===== src/rtl/exb_pkg.sv =====
`timescale 1ns/1ps
package exb_pkg;
  typedef enum logic [1:0] {
    XB_IDLE   = 2'd0,
    XB_DRIVE  = 2'd1,
    XB_LISTEN = 2'd2
  } xb_mode_e;

  typedef struct packed {
    logic valid;
    logic bit_v;
    logic rmt_col;
    logic rmt_single;
    logic stat;
  } xb_rx_t;
endpackage


===== src/rtl/exb_activity.sv =====
`timescale 1ns/1ps
module exb_activity #(
  parameter int N_PORTS = 12,
  localparam int CNT_W = $clog2(N_PORTS + 1)
) (
  input  logic               clk_i,
  input  logic               rst_ni,
  input  logic               bit_en_i,
  input  logic [N_PORTS-1:0] port_rx_i,
  input  logic [N_PORTS-1:0] port_col_i,
  input  logic               fifo_busy_i,
  input  logic               frag_ext_i,
  output logic               req_q_o,
  output logic               col_any_o,
  output logic               col_single_o
);
  logic [CNT_W-1:0] col_cnt;
  logic             active;

  always_comb begin
    col_cnt = '0;
    for (int i = 0; i < N_PORTS; i++) begin
      col_cnt = col_cnt + CNT_W'(port_col_i[i]);
    end
  end

  assign col_any_o    = (col_cnt != '0);
  assign col_single_o = (col_cnt == CNT_W'(1));
  assign active       = (|port_rx_i) | col_any_o | fifo_busy_i | frag_ext_i;

  always_ff @(posedge clk_i or negedge rst_ni) begin
    if (!rst_ni)       req_q_o <= 1'b0;
    else if (bit_en_i) req_q_o <= active;
  end
endmodule


===== src/rtl/exb_dir.sv =====
`timescale 1ns/1ps
module exb_dir
  import exb_pkg::*;
(
  input  logic     clk_i,
  input  logic     rst_ni,
  input  logic     bit_en_i,
  input  logic     req_q_i,
  input  logic     ack_ni,
  input  logic     col_any_i,
  input  logic     col_single_i,
  input  logic     tx_bit_i,
  output xb_mode_e mode_q_o,
  output logic     dat_o,
  output logic     jam_o,
  output logic     dat_oe_o,
  output logic     jam_oe_o
);
  xb_mode_e mode_d;
  logic     dat_d, jam_d;

  always_comb begin
    if (!ack_ni && req_q_i) mode_d = XB_DRIVE;
    else if (!ack_ni)       mode_d = XB_LISTEN;
    else                    mode_d = XB_IDLE;
  end

  // collision: jam high, data carries 1 = single port, 0 = multiport
  always_comb begin
    dat_d = 1'b0;
    jam_d = 1'b0;
    if (mode_d == XB_DRIVE) begin
      jam_d = col_any_i;
      dat_d = col_any_i ? col_single_i : tx_bit_i;
    end
  end

  always_ff @(posedge clk_i or negedge rst_ni) begin
    if (!rst_ni) begin
      mode_q_o <= XB_IDLE;
      dat_o    <= 1'b0;
      jam_o    <= 1'b0;
      dat_oe_o <= 1'b0;
      jam_oe_o <= 1'b0;
    end else if (bit_en_i) begin
      mode_q_o <= mode_d;
      dat_o    <= dat_d;
      jam_o    <= jam_d;
      dat_oe_o <= (mode_d == XB_DRIVE);
      jam_oe_o <= (mode_d == XB_DRIVE);
    end
  end
endmodule


===== src/rtl/exb_rx.sv =====
`timescale 1ns/1ps
module exb_rx
  import exb_pkg::*;
(
  input  logic     clk_i,
  input  logic     rst_ni,
  input  logic     bit_en_i,
  input  xb_mode_e mode_q_i,
  input  logic     req_q_i,
  input  logic     dat_i,
  input  logic     jam_i,
  input  logic     mac_en_ni,
  input  logic     col_ni,
  output xb_rx_t   rx_q_o,
  output logic     jam_gen_o
);
  xb_rx_t rx_d;
  logic   listen;

  assign listen = (mode_q_i == XB_LISTEN);

  always_comb begin
    rx_d            = '0;
    rx_d.valid      = listen & ~jam_i;
    rx_d.bit_v      = listen & ~jam_i & dat_i;
    rx_d.rmt_col    = listen & jam_i;
    rx_d.rmt_single = listen & jam_i & dat_i;
    rx_d.stat       = listen & ~jam_i & ~mac_en_ni;
  end

  always_ff @(posedge clk_i or negedge rst_ni) begin
    if (!rst_ni) begin
      rx_q_o    <= '0;
      jam_gen_o <= 1'b0;
    end else if (bit_en_i) begin
      rx_q_o    <= rx_d;
      jam_gen_o <= req_q_i & ~col_ni;
    end
  end
endmodule


===== src/rtl/exb_bus_ctrl.sv =====
`timescale 1ns/1ps
module exb_bus_ctrl
  import exb_pkg::*;
#(
  parameter int N_PORTS = 12
) (
  input  logic               clk_i,
  input  logic               rst_ni,
  input  logic               bit_en_i,
  input  logic [N_PORTS-1:0] port_rx_i,
  input  logic [N_PORTS-1:0] port_col_i,
  input  logic               fifo_busy_i,
  input  logic               frag_ext_i,
  input  logic               tx_bit_i,
  input  logic               ack_ni,
  input  logic               col_ni,
  input  logic               mac_en_ni,
  input  logic               dat_i,
  input  logic               jam_i,
  output logic               req_no,
  output logic               dat_o,
  output logic               dat_oe_o,
  output logic               jam_o,
  output logic               jam_oe_o,
  output logic               rx_valid_o,
  output logic               rx_bit_o,
  output logic               rmt_col_o,
  output logic               rmt_single_o,
  output logic               rx_stat_o,
  output logic               jam_gen_o
);
  logic     req_q, col_any, col_single;
  xb_mode_e mode_q;
  xb_rx_t   rx_q;

  exb_activity #(.N_PORTS(N_PORTS)) u_act (
    .clk_i        (clk_i),
    .rst_ni       (rst_ni),
    .bit_en_i     (bit_en_i),
    .port_rx_i    (port_rx_i),
    .port_col_i   (port_col_i),
    .fifo_busy_i  (fifo_busy_i),
    .frag_ext_i   (frag_ext_i),
    .req_q_o      (req_q),
    .col_any_o    (col_any),
    .col_single_o (col_single)
  );

  exb_dir u_dir (
    .clk_i        (clk_i),
    .rst_ni       (rst_ni),
    .bit_en_i     (bit_en_i),
    .req_q_i      (req_q),
    .ack_ni       (ack_ni),
    .col_any_i    (col_any),
    .col_single_i (col_single),
    .tx_bit_i     (tx_bit_i),
    .mode_q_o     (mode_q),
    .dat_o        (dat_o),
    .jam_o        (jam_o),
    .dat_oe_o     (dat_oe_o),
    .jam_oe_o     (jam_oe_o)
  );

  exb_rx u_rx (
    .clk_i     (clk_i),
    .rst_ni    (rst_ni),
    .bit_en_i  (bit_en_i),
    .mode_q_i  (mode_q),
    .req_q_i   (req_q),
    .dat_i     (dat_i),
    .jam_i     (jam_i),
    .mac_en_ni (mac_en_ni),
    .col_ni    (col_ni),
    .rx_q_o    (rx_q),
    .jam_gen_o (jam_gen_o)
  );

  assign req_no       = ~req_q;
  assign rx_valid_o   = rx_q.valid;
  assign rx_bit_o     = rx_q.bit_v;
  assign rmt_col_o    = rx_q.rmt_col;
  assign rmt_single_o = rx_q.rmt_single;
  assign rx_stat_o    = rx_q.stat;
endmodule


===== config.mk =====
export PLATFORM = sky130hd
export DESIGN_NAME = exb_bus_ctrl
export DESIGN_NICKNAME = d
export VERILOG_FILES = /design/src/rtl/exb_pkg.sv /design/src/rtl/exb_activity.sv /design/src/rtl/exb_dir.sv /design/src/rtl/exb_rx.sv /design/src/rtl/exb_bus_ctrl.sv
export SDC_FILE = /design/constraint.sdc
export NUM_CORES = 1
export LEC_CHECK = 0
export BUFFER_PORTS_ARGS = -buffer_cell sky130_fd_sc_hd__buf_2
export CORE_MARGIN = 1
export CORE_UTILIZATION = 40
export DETAILED_ROUTE_END_ITERATION = 8
export GPL_TIMING_DRIVEN = 0
export PLACE_DENSITY_LB_ADDON = 0.12
export SETUP_SLACK_MARGIN = 0.5
export SLEW_MARGIN = 5
export SYNTH_ARGS = -nofsm -noshare
export SYNTH_HDL_FRONTEND = slang
export SYNTH_SLANG_ARGS = --single-unit

===== constraint.sdc =====
create_clock -name clk_i -period 1.5 [get_ports clk_i]
set_input_delay 0.3 -clock clk_i [delete_from_list [all_inputs] [get_ports clk_i]]
set_output_delay 0.3 -clock clk_i [all_outputs]
set_load 0.05 [all_outputs]

==> metrics <==
status finished with violations; failing checks negative setup slack; Period minus WS final 3.50 ns; number of antenna diodes 0; synth unique cells 24; total of max-cap violations 0; Final period util 233%; Post-Synth Adder-Cell Area 23.8%; Horiz. Die Dim 46.7 um; clock tree buffer depth 2; # rows 15; Critical Path Max Stage Delay 0.49 ns; Fmax achieved 286 MHz; H-tree Lvls 1; full die area 0.00218 mm^2; Ys Warns 0; VDD IR-drop max 540 uV; initial antenna violation count 0; register area share after synthesis 34.4%; Synth area leaders dfrtp_1, fa_1, inv_1, ha_1, nand2_1; Routed WL per cell 12.3 um; most common cell in the synthesized netlist inv_1; total CTS buffers 3; Total Power 1.19 mW; Vias/cell 4.89; first-pass GRT wire length 2920 um; Critical Path, Cell by Cell buf_6, ha_4, inv_2, fa_1, inv_2, fa_1, inv_1, fa_1, inv_1, fa_2, inv_2, fa_1, and4bb_1, a41oi_2, o31a_1; Post-Synthesis Cell Area 800 um^2; Vias 772; crit path max-delay cell type fa_1; endpoints failing hold 0; total track usage 19.9%; crit path kind input port to flip-flop; Port-buffer cells 45; Fillers 152; Final setup viols 3; Clock Latency Late Sink 0.28 ns; DRT iter0 DRCs 2; clk sinks 11; max-slew violations 0; cell taking the most area after synthesis dfrtp_1; layout cells sized above 1 58.6%; CP top delay family adder cells; Synth top cells by count inv_1, dfrtp_1, fa_1, nand2_1, ha_1; RePlAce Congestion 0.669; multiplexer share of the synthesized area 2.82%; Buf+Inv Stages, Crit Path 6; xor/xnor cell area share of the yosys netlist 0%; vias in the first global route 696; Synth Area in Simple Gates 14.6%; post-synth net total 120; hold crit path type input port to flip-flop; Main synth FF type dfrtp_1; crit path DAT 3.71 ns; register bit total from synthesis 11; CP most frequent cell fa_1; Finished Cell Area 0.00132 mm^2; Worst Tran Pin Value 0.264 ns; Yosys top cell area share 34.4%; largest family of logic cells by synthesized area adder cells; number of top-level pins 46; dpl hpwl 1400 um; Worst EP required 1.71 ns; Final WS setup -2.00 ns; CTS clk-pin slew, worst paths 0.07 ns; RSZ-0062 raised after global routing yes; Area growth syn-to-layout 64.5%; Worst Clk Skew 0.00804 ns; drt drc 0; asr flop ratio synth 100%; max_slew headroom 82.3%; Nets 180; Starting Density 44.4%; Die Y 46.7 um; CTS tree yes; worst-path maximum fanout 3; Synth Area in Compound Gates 13.9%; maximum number of pins on one net before global-route repair 12; DRT antenna net count 0; power per cell area 908 mW/mm^2; Syn Area/Cell 10.8 um^2; root buf cell clkbuf_4; Startpoint Class input port; core area 0.00180 mm^2; global route overflow 0; drt pass-1 iters 2; Post-synth EDFFs 0; Cell Area, Placed 0.00108 mm^2; cell count after synthesis 74; Crit. End Element flip-flop; Routed WL 1950 um; LEAKAGE 0.687 nW
## worst paths after layout
path,cells past startpoint,start,end,slack [ns]
min in group asynchronous,2,rst_ni,u_rx.rx_q_o[1],0.41
setup / recovery,15,port_col_i[1],u_dir.jam_o,-2.00
hold / removal,2,mac_en_ni,u_rx.rx_q_o[0],0.21
max in group asynchronous,2,rst_ni,u_dir.mode_q_o[0],0.87
hold reg to reg,2,u_dir.mode_q_o[1],u_dir.mode_q_o[1],0.51
setup reg to reg,3,u_dir.mode_q_o[0],u_rx.rx_q_o[0],0.25
## per-layer routing
layer	GRT usage, %	wire (um)	share of wire (%)
met2	31.1	1020	52
met3	6.67	120	6.2
met1	24.9	781	40
met4	9.14	28	1.4
met5	0	0	0
## final cells by class
type / instances / area, um^2 / area share (%)
Sequential cell: 11 / 277 / 21.0
Clock buffer: 4 / 26.3 / 2.00
Buffer: 2 / 20.0 / 1.52
Timing Repair Buffer: 55 / 407 / 30.9
Multi-Input combinational cell: 42 / 483 / 36.7
Tap cell: 25 / 31.3 / 2.38
Inverter: 19 / 71.3 / 5.42
## through the flow
stage,setup slack (ns),hold WS (ns),setup TNS [ns],instances,util (%)
global placement,-2.25,0.178,-6.74,144,59.9
floorplan,-2.02,0.00441,-6.04,74,-
finish,-2.00,0.208,-5.98,158,73.0
global route,-2.11,0.204,-6.31,158,73.0
detailed placement,-2.29,0.179,-6.88,144,59.9
CTS,-2.00,0.207,-5.97,154,70.6
## power by group
group | internal (mW) | switching (mW) | leakage, nW
clock network | 0.103 | 0.108 | 0.0150
registers | 0.317 | 0.0204 | 0.141
logic | 0.308 | 0.336 | 0.531
total | 0.728 | 0.465 | 0.687
## flip-flops by register name, summed over array words and instances, names as in the netlist
signal and flops:
u_rx.rx_q_o 5, u_dir.mode_q_o 2, u_act.req_q_o 1, u_dir.dat_o 1
u_dir.jam_o 1, u_rx.jam_gen_o 1
## worst reg2reg max path, delay by kind of cell (launching register included)
kind | cells | cell delay (ns)
DFF | 1 | 0.45
and+or+nand+nor | 1 | 0.40
buffers and inverters | 1 | 0.13
AOI/OAI and AO/OA | 1 | 0.18
## cells by family after synthesis
logic type               after synthesis
adder cells (fa/ha/maj)               11
buffers and inverters                 21
multiplexers                           2
AND/OR/NAND/NOR                       17
flip-flops                            11
AO/OA/AOI/OAI                         12
## timing repair
item / 4_1_cts / 5_1_grt
pin swaps: 4 / 4
hold buffers: 1 / 0
gates resized for setup: 35 / 3
endpoints found under the hold margin: 11 / 0
endpoints found under the setup margin: 17 / 20
setup buffers: 5 / 4
## cells in the final DEF (no fill, tap or decap), types with 2 or more instances in the layout
cell / netlist / final
nor4_1: 3 / 3
inv_2: 0 / 4
buf_6: 0 / 13
o31ai_1: 2 / 2
dfrtp_1: 11 / 10
buf_2: 1 / 33
clkbuf_4: 0 / 3
ha_1: 4 / 3
fa_1: 7 / 6
nand2_1: 7 / 7
inv_1: 19 / 15
o2bb2ai_2: 0 / 2
buf_4: 1 / 6
buf_8: 0 / 4
(Power assumes the default switching activity.)
